==> src/rtl/qpsk_lock_pkg.sv <==
package qpsk_lock_pkg;

  // Strobes handed from the window control to the datapath each cycle.
  typedef struct packed {
    logic take;   // a symbol is consumed this cycle
    logic first;  // it opens a new window
    logic last;   // it closes the current window
  } lockStrobes_t;

endpackage

==> src/rtl/lock_mag.sv <==
module lock_mag #(
  parameter int SAMPLE_W = 8
) (
  input  logic signed [SAMPLE_W-1:0] sample,
  output logic        [SAMPLE_W-2:0] mag
);
  localparam logic [SAMPLE_W-1:0] MOST_NEG = {1'b1, {(SAMPLE_W-1){1'b0}}};

  logic [SAMPLE_W-1:0] negated;

  always_comb begin
    negated = -sample;
    if (sample == MOST_NEG)
      mag = '1;                                  // saturate
    else if (sample[SAMPLE_W-1])
      mag = negated[SAMPLE_W-2:0];
    else
      mag = sample[SAMPLE_W-2:0];
  end
endmodule

==> src/rtl/lock_control.sv <==
module lock_control
  import qpsk_lock_pkg::*;
#(
  parameter int CNT_W = 8
) (
  input  logic             clk,
  input  logic             rst,
  input  logic             symValid,
  input  logic [CNT_W-1:0] winLenM1,
  output lockStrobes_t     strobes,
  output logic             winDone
);
  logic [CNT_W-1:0] symCnt;
  logic [CNT_W-1:0] limitReg;
  logic [CNT_W-1:0] effLimit;
  logic             atStart;

  always_comb begin
    atStart       = (symCnt == '0);
    effLimit      = atStart ? winLenM1 : limitReg;   // taken at window start
    strobes.take  = symValid;
    strobes.first = symValid && atStart;
    strobes.last  = symValid && (symCnt == effLimit);
  end

  always_ff @(posedge clk) begin
    if (rst) begin
      symCnt   <= '0;
      limitReg <= '0;
      winDone  <= 1'b0;
    end else begin
      winDone <= strobes.last;
      if (symValid) begin
        if (atStart) limitReg <= winLenM1;
        if (strobes.last) symCnt <= '0;
        else              symCnt <= symCnt + 1'b1;
      end
    end
  end

  // the count never passes the limit latched for the window
  p_cnt_bound_r4: assert property (@(posedge clk) disable iff (rst)
    (symCnt != '0) |-> (symCnt <= limitReg));

  // idle cycles leave the count alone
  p_idle_cnt_r7: assert property (@(posedge clk) disable iff (rst)
    !symValid |=> $stable(symCnt));

  // the latched limit only changes when a window opens
  p_limit_hold_r8: assert property (@(posedge clk) disable iff (rst)
    !(symValid && atStart) |=> $stable(limitReg));
endmodule

==> src/rtl/lock_datapath.sv <==
module lock_datapath
  import qpsk_lock_pkg::*;
#(
  parameter int SAMPLE_W = 8,
  parameter int ACC_W    = 16
) (
  input  logic                       clk,
  input  logic                       rst,
  input  lockStrobes_t               strobes,
  input  logic signed [SAMPLE_W-1:0] iSample,
  input  logic signed [SAMPLE_W-1:0] qSample,
  input  logic        [ACC_W-1:0]    threshold,
  output logic        [ACC_W-1:0]    accSum,
  output logic                       lockFlag
);
  localparam int MAG_W = SAMPLE_W - 1;

  logic signed [SAMPLE_W-1:0] lane [2];
  logic        [MAG_W-1:0]    magLane [2];
  logic        [MAG_W-1:0]    metric;
  logic        [ACC_W-1:0]    acc;
  logic        [ACC_W-1:0]    accBase;
  logic        [ACC_W:0]      accWide;
  logic        [ACC_W-1:0]    accNext;

  assign lane[0] = iSample;
  assign lane[1] = qSample;

  for (genvar g = 0; g < 2; g++) begin : g_mag
    lock_mag #(.SAMPLE_W(SAMPLE_W)) u_mag (
      .sample (lane[g]),
      .mag    (magLane[g])
    );
  end

  // comparator-based difference: larger magnitude minus smaller
  always_comb begin
    if (magLane[0] >= magLane[1]) metric = magLane[0] - magLane[1];
    else                          metric = magLane[1] - magLane[0];
    accBase = strobes.first ? '0 : acc;
    accWide = {1'b0, accBase} + {{(ACC_W + 1 - MAG_W){1'b0}}, metric};
    accNext = accWide[ACC_W-1:0];
  end

  always_ff @(posedge clk) begin
    if (rst) begin
      acc      <= '0;
      accSum   <= '0;
      lockFlag <= 1'b0;
    end else if (strobes.take) begin
      acc <= accNext;
      if (strobes.last) begin
        accSum   <= accNext;
        lockFlag <= (accNext > threshold);
      end
    end
  end

  // the running sum never wraps
  p_no_overflow_r9: assert property (@(posedge clk) disable iff (rst)
    strobes.take |-> !accWide[ACC_W]);

  // idle cycles leave the accumulator alone
  p_idle_acc_r7: assert property (@(posedge clk) disable iff (rst)
    !strobes.take |=> $stable(acc));

  // the metric never exceeds the larger magnitude
  p_metric_bound_r3: assert property (@(posedge clk) disable iff (rst)
    strobes.take |-> (metric <= magLane[0] || metric <= magLane[1]));
endmodule

==> src/rtl/qpsk_lock_detect.sv <==
module qpsk_lock_detect
  import qpsk_lock_pkg::*;
#(
  parameter int SAMPLE_W = 8,
  parameter int MAX_WIN  = 256,
  parameter int ACC_W    = 16,
  localparam int CNT_W   = $clog2(MAX_WIN)
) (
  input  logic                       clk,
  input  logic                       rst,
  input  logic                       symValid,
  input  logic signed [SAMPLE_W-1:0] iSample,
  input  logic signed [SAMPLE_W-1:0] qSample,
  input  logic        [ACC_W-1:0]    threshold,
  input  logic        [CNT_W-1:0]    winLenM1,
  output logic                       lockFlag,
  output logic        [ACC_W-1:0]    accSum,
  output logic                       winDone
);
  lockStrobes_t strobes;

  lock_control #(.CNT_W(CNT_W)) u_ctrl (
    .clk      (clk),
    .rst      (rst),
    .symValid (symValid),
    .winLenM1 (winLenM1),
    .strobes  (strobes),
    .winDone  (winDone)
  );

  lock_datapath #(.SAMPLE_W(SAMPLE_W), .ACC_W(ACC_W)) u_dp (
    .clk       (clk),
    .rst       (rst),
    .strobes   (strobes),
    .iSample   (iSample),
    .qSample   (qSample),
    .threshold (threshold),
    .accSum    (accSum),
    .lockFlag  (lockFlag)
  );

  // the decision moves only with the done pulse
  p_lock_hold_r6: assert property (@(posedge clk) disable iff (rst)
    !winDone |-> $stable(lockFlag));

  // at the done pulse the decision is the strict compare of the shown sum
  p_lock_rule_r6: assert property (@(posedge clk) disable iff (rst)
    winDone |-> (lockFlag == (accSum > $past(threshold))));

  // the shown sum holds between windows
  p_sum_hold_r5: assert property (@(posedge clk) disable iff (rst)
    !winDone |-> $stable(accSum));

  // a window closes only on a strobed cycle
  p_done_after_take_r4: assert property (@(posedge clk) disable iff (rst)
    !symValid |=> !winDone);
endmodule

==> config.mk <==
export PLATFORM = sky130hd
export DESIGN_NAME = qpsk_lock_detect
export DESIGN_NICKNAME = d
export VERILOG_FILES = /design/src/rtl/qpsk_lock_pkg.sv /design/src/rtl/lock_mag.sv /design/src/rtl/lock_control.sv /design/src/rtl/lock_datapath.sv /design/src/rtl/qpsk_lock_detect.sv
export SDC_FILE = /design/constraint.sdc
export NUM_CORES = 1
export LEC_CHECK = 0
export ABC_AREA = 0
export BUFFER_PORTS_ARGS = -buffer_cell sky130_fd_sc_hd__buf_4
export CORE_MARGIN = 3
export CORE_UTILIZATION = 55
export CTS_BUF_LIST = sky130_fd_sc_hd__clkbuf_16
export DETAILED_ROUTE_END_ITERATION = 12
export HOLD_SLACK_MARGIN = 0.06
export PLACE_DENSITY = 0.87
export SYNTH_ARGS = -nofsm -noshare
export SYNTH_HDL_FRONTEND = slang
export SYNTH_SLANG_ARGS = --single-unit
==> constraint.sdc <==
create_clock -name clk -period 10.6 [get_ports clk]
set_clock_uncertainty 0.1 [all_clocks]
set_input_delay 2.12 -clock clk [delete_from_list [all_inputs] [get_ports clk]]
set_output_delay 2.12 -clock clk [all_outputs]
set_load 0.02 [all_outputs]
==> reports/results.ini <==
[clocking]
post-cts-setup-buffers = 0
ctsResizeCount = 0
cts.sinks = 50
cts_buffers = 5
h-tree-depth = 2
cts.clk_slew.worst_paths_ns = 0.07
clockBufferDepth = 2
root_buffer = clkbuf_16
cts_tree = done
clock_latency_ns = 0.29
hold_buffers = 0

[timing]
rsz0062_at_grt = false
final_hold_viol_count = 0
drv_slew = 0
achievable-frequency_ghz = 0.115
post-route-period-util = 0.819
setup_viol = 0
worst_pin_slew_ns = 0.829
relSlewSlack = 0.446
period_needed_ns = 8.68
fin_tns_setup_ns = 0

[power]
vdd_drop_max_mv = 0.0983
combPwrFrac = 0.483
power_leakage_nw = 2.16
switchingPower_uw = 299
sw_frac_of_total = 0.391
seqPwrFrac = 0.275
cell_internal_pwr_uw = 465
power.share.clock = 0.242
p_per_area_nw_per_um2 = 165

[worst_setup_path]
reg2reg_depth = 22
slowest_delay_ns = 0.67
rrSetupSlack_ns = 5.08
cpMaxStageDelayCell = nor4b_1
endpoint = u_dp.lockFlag
cp_data_required_time_ns = 10.73
r2r-start = u_ctrl.symCnt[0]
crit_fanout = 12
cp-end-kind = flip-flop
r2r-end = u_dp.lockFlag
timing_worst_setup_path_type = in2reg
cp-startpoint = iSample[0]
startpoint_type = primary input
crit_arrival_ns = 8.81

[detailed_routing]
avgViaCountPerCell = 5.75
drt_first_pass_iters = 5
routed_wl_um = 9540
drt_iter0_drc = 253
vias = 3785
wl_per_cell_um = 14.5
drc = 0
ant_nets = 0

[finish]
fin_nets = 647
final_cell_area_um2 = 4640
area_delta_synth_final_pct = 16.4
layout_common_cells = 62 x buf_4, 59 x nand2_1, 52 x inv_1
num_antenna_cells = 0
drive_gt1_frac = 0.141
final_common_cell = buf_4

[run_status]
status = completed

[placement]
place_area_um2 = 4470
dp_hpwl_um = 7320
gp_congestion = 0.929
numPortBuffers = 60

[yosys]
ys_types = 63
synthTopCellsByArea = dfxtp_1 25%, ha_1 13%, mux2i_1 6.0%, nand2_1 5.6%, inv_1 4.9%
ys_ff_latch = 50
mappedNetlistNets = 597
yosys_warnings = 0
syn_area_um2 = 3990
synth_ff_type = dfxtp_1
ys_seq_area_frac = 0.251
synth.top_cell.area_share = 0.251
yosysTopAreaCell = dfxtp_1
syn_area_per_cell_um2 = 7.80
synth_edf_count = 0
synth_cells = 511
synthArstFlopShare = 0

[floorplan]
die_area_um2 = 8310
start_util = 0.577
rows = 30
die_w_um = 91.1
dieHeight_um = 91.1
coreArea_um2 = 6910
pin_count = 61

[global_routing]
grt.overflow.total = 0
grt.total_usage = 0.228
grt_pass1_vias = 3575
grt_pass1_wl_um = 16000
antenna_found_initial = 0
grt_max_degree = 41

[hold_path]
hp-class = reg2reg

[flow_run]
maxCapViolations = 0

layout make-up:
cell class,count,area (µm²)
Multi-Input combinational cell,388,2680
Timing Repair Buffer,62,465
Clock inverter,3,42.5
Inverter,54,203
Tap cell,96,120
Clock buffer,5,125
Fill cell,582,2270
Sequential cell,50,1000
power groups by stage:
stage          combinational (mW)  sequential (mW)  clock [mW]
2_1_floorplan               0.272            0.212           0
3_3_place_gp                0.341            0.213           0
3_5_place_dp                0.356            0.214           0
4_1_cts                     0.364            0.210       0.186
5_1_grt                     0.409            0.211       0.193
6_report                    0.368            0.210       0.185
sequential cells by signal, indices dropped and copies added (netlist names):
name             flops
u_ctrl.limitReg      8
u_ctrl.symCnt        8
u_ctrl.winDone       1
u_dp.acc            16
u_dp.accSum         16
u_dp.lockFlag        1
metrics by stage:
stage	power, mW	hold slack, ns	setup slack (ns)	utilization	cells
floorplan	0.484	0.344	2.40	-	511
global route	0.814	0.389	1.41	0.672	658
finish	0.763	0.355	1.92	0.672	658
CTS	0.759	0.360	2.00	0.672	658
detailed placement	0.570	0.350	1.65	0.647	650
global placement	0.554	0.344	1.89	0.647	650
worst max-delay path, delay by kind of cell:
family | cells | cell delay [ns]
compound gates | 10 | 1.43
xor+xnor | 2 | 0.35
fa+ha+maj | 4 | 1.25
buf+inv | 3 | 0.44
mux | 1 | 0.37
simple gates | 11 | 2.82
kinds of logic (layout without fill, tap and decap cells):
family                   Yosys count  in the layout  share of synthesized area
XOR/XNOR                          32             32                     0.0703
multiplexers                      27             27                     0.0687
AO/OA/AOI/OAI                     98             98                      0.159
flip-flops                        50             50                      0.251
AND/OR/NAND/NOR                  188            188                      0.232
adder cells (fa/ha/maj)           43             43                      0.141
buffers and inverters             73            124                     0.0785
layer usage:
| metal | vias to the layer above | routed length [µm] | part of all wire | track usage |
|---|---|---|---|---|
| met3 | 18 | 613 | 0.064 | 0.0398 |
| met2 | 143 | 4690 | 0.49 | 0.397 |
| li1 | 1862 | - | - | - |
| met4 | 0 | 199 | 0.021 | 0.0817 |
| met5 | - | 0 | 0 | 0 |
| met1 | 1762 | 4040 | 0.42 | 0.282 |
worst min-delay path by stage:
stage	start	endpoint	depth (start not counted)
floorplan	u_ctrl.limitReg[2]	u_ctrl.limitReg[2]	2
global placement	u_dp.accSum[11]	u_dp.accSum[11]	2
detailed placement	u_dp.accSum[11]	u_dp.accSum[11]	2
CTS	u_dp.accSum[11]	u_dp.accSum[11]	2
global route	u_dp.accSum[11]	u_dp.accSum[11]	2
finish	u_dp.accSum[11]	u_dp.accSum[11]	2
synthesized netlist by cell type (4+ instances only):
master    number
nor3_1        10
ha_1          40
a21oi_1       30
nand4_1        8
a221oi_1       4
xor2_1        15
clkbuf_1      11
xnor2_1       17
and2_1        15
mux2i_1       24
nor2b_1        4
or3_1          4
o32ai_1        4
nand2b_1       5
nor2_1        49
a21o_1         5
dfxtp_1       50
o21a_1         6
inv_1         52
nand3_1       12
o21ai_0       23
nand2_1       59
No activity file was read; power rests on OpenSTA's default activity.
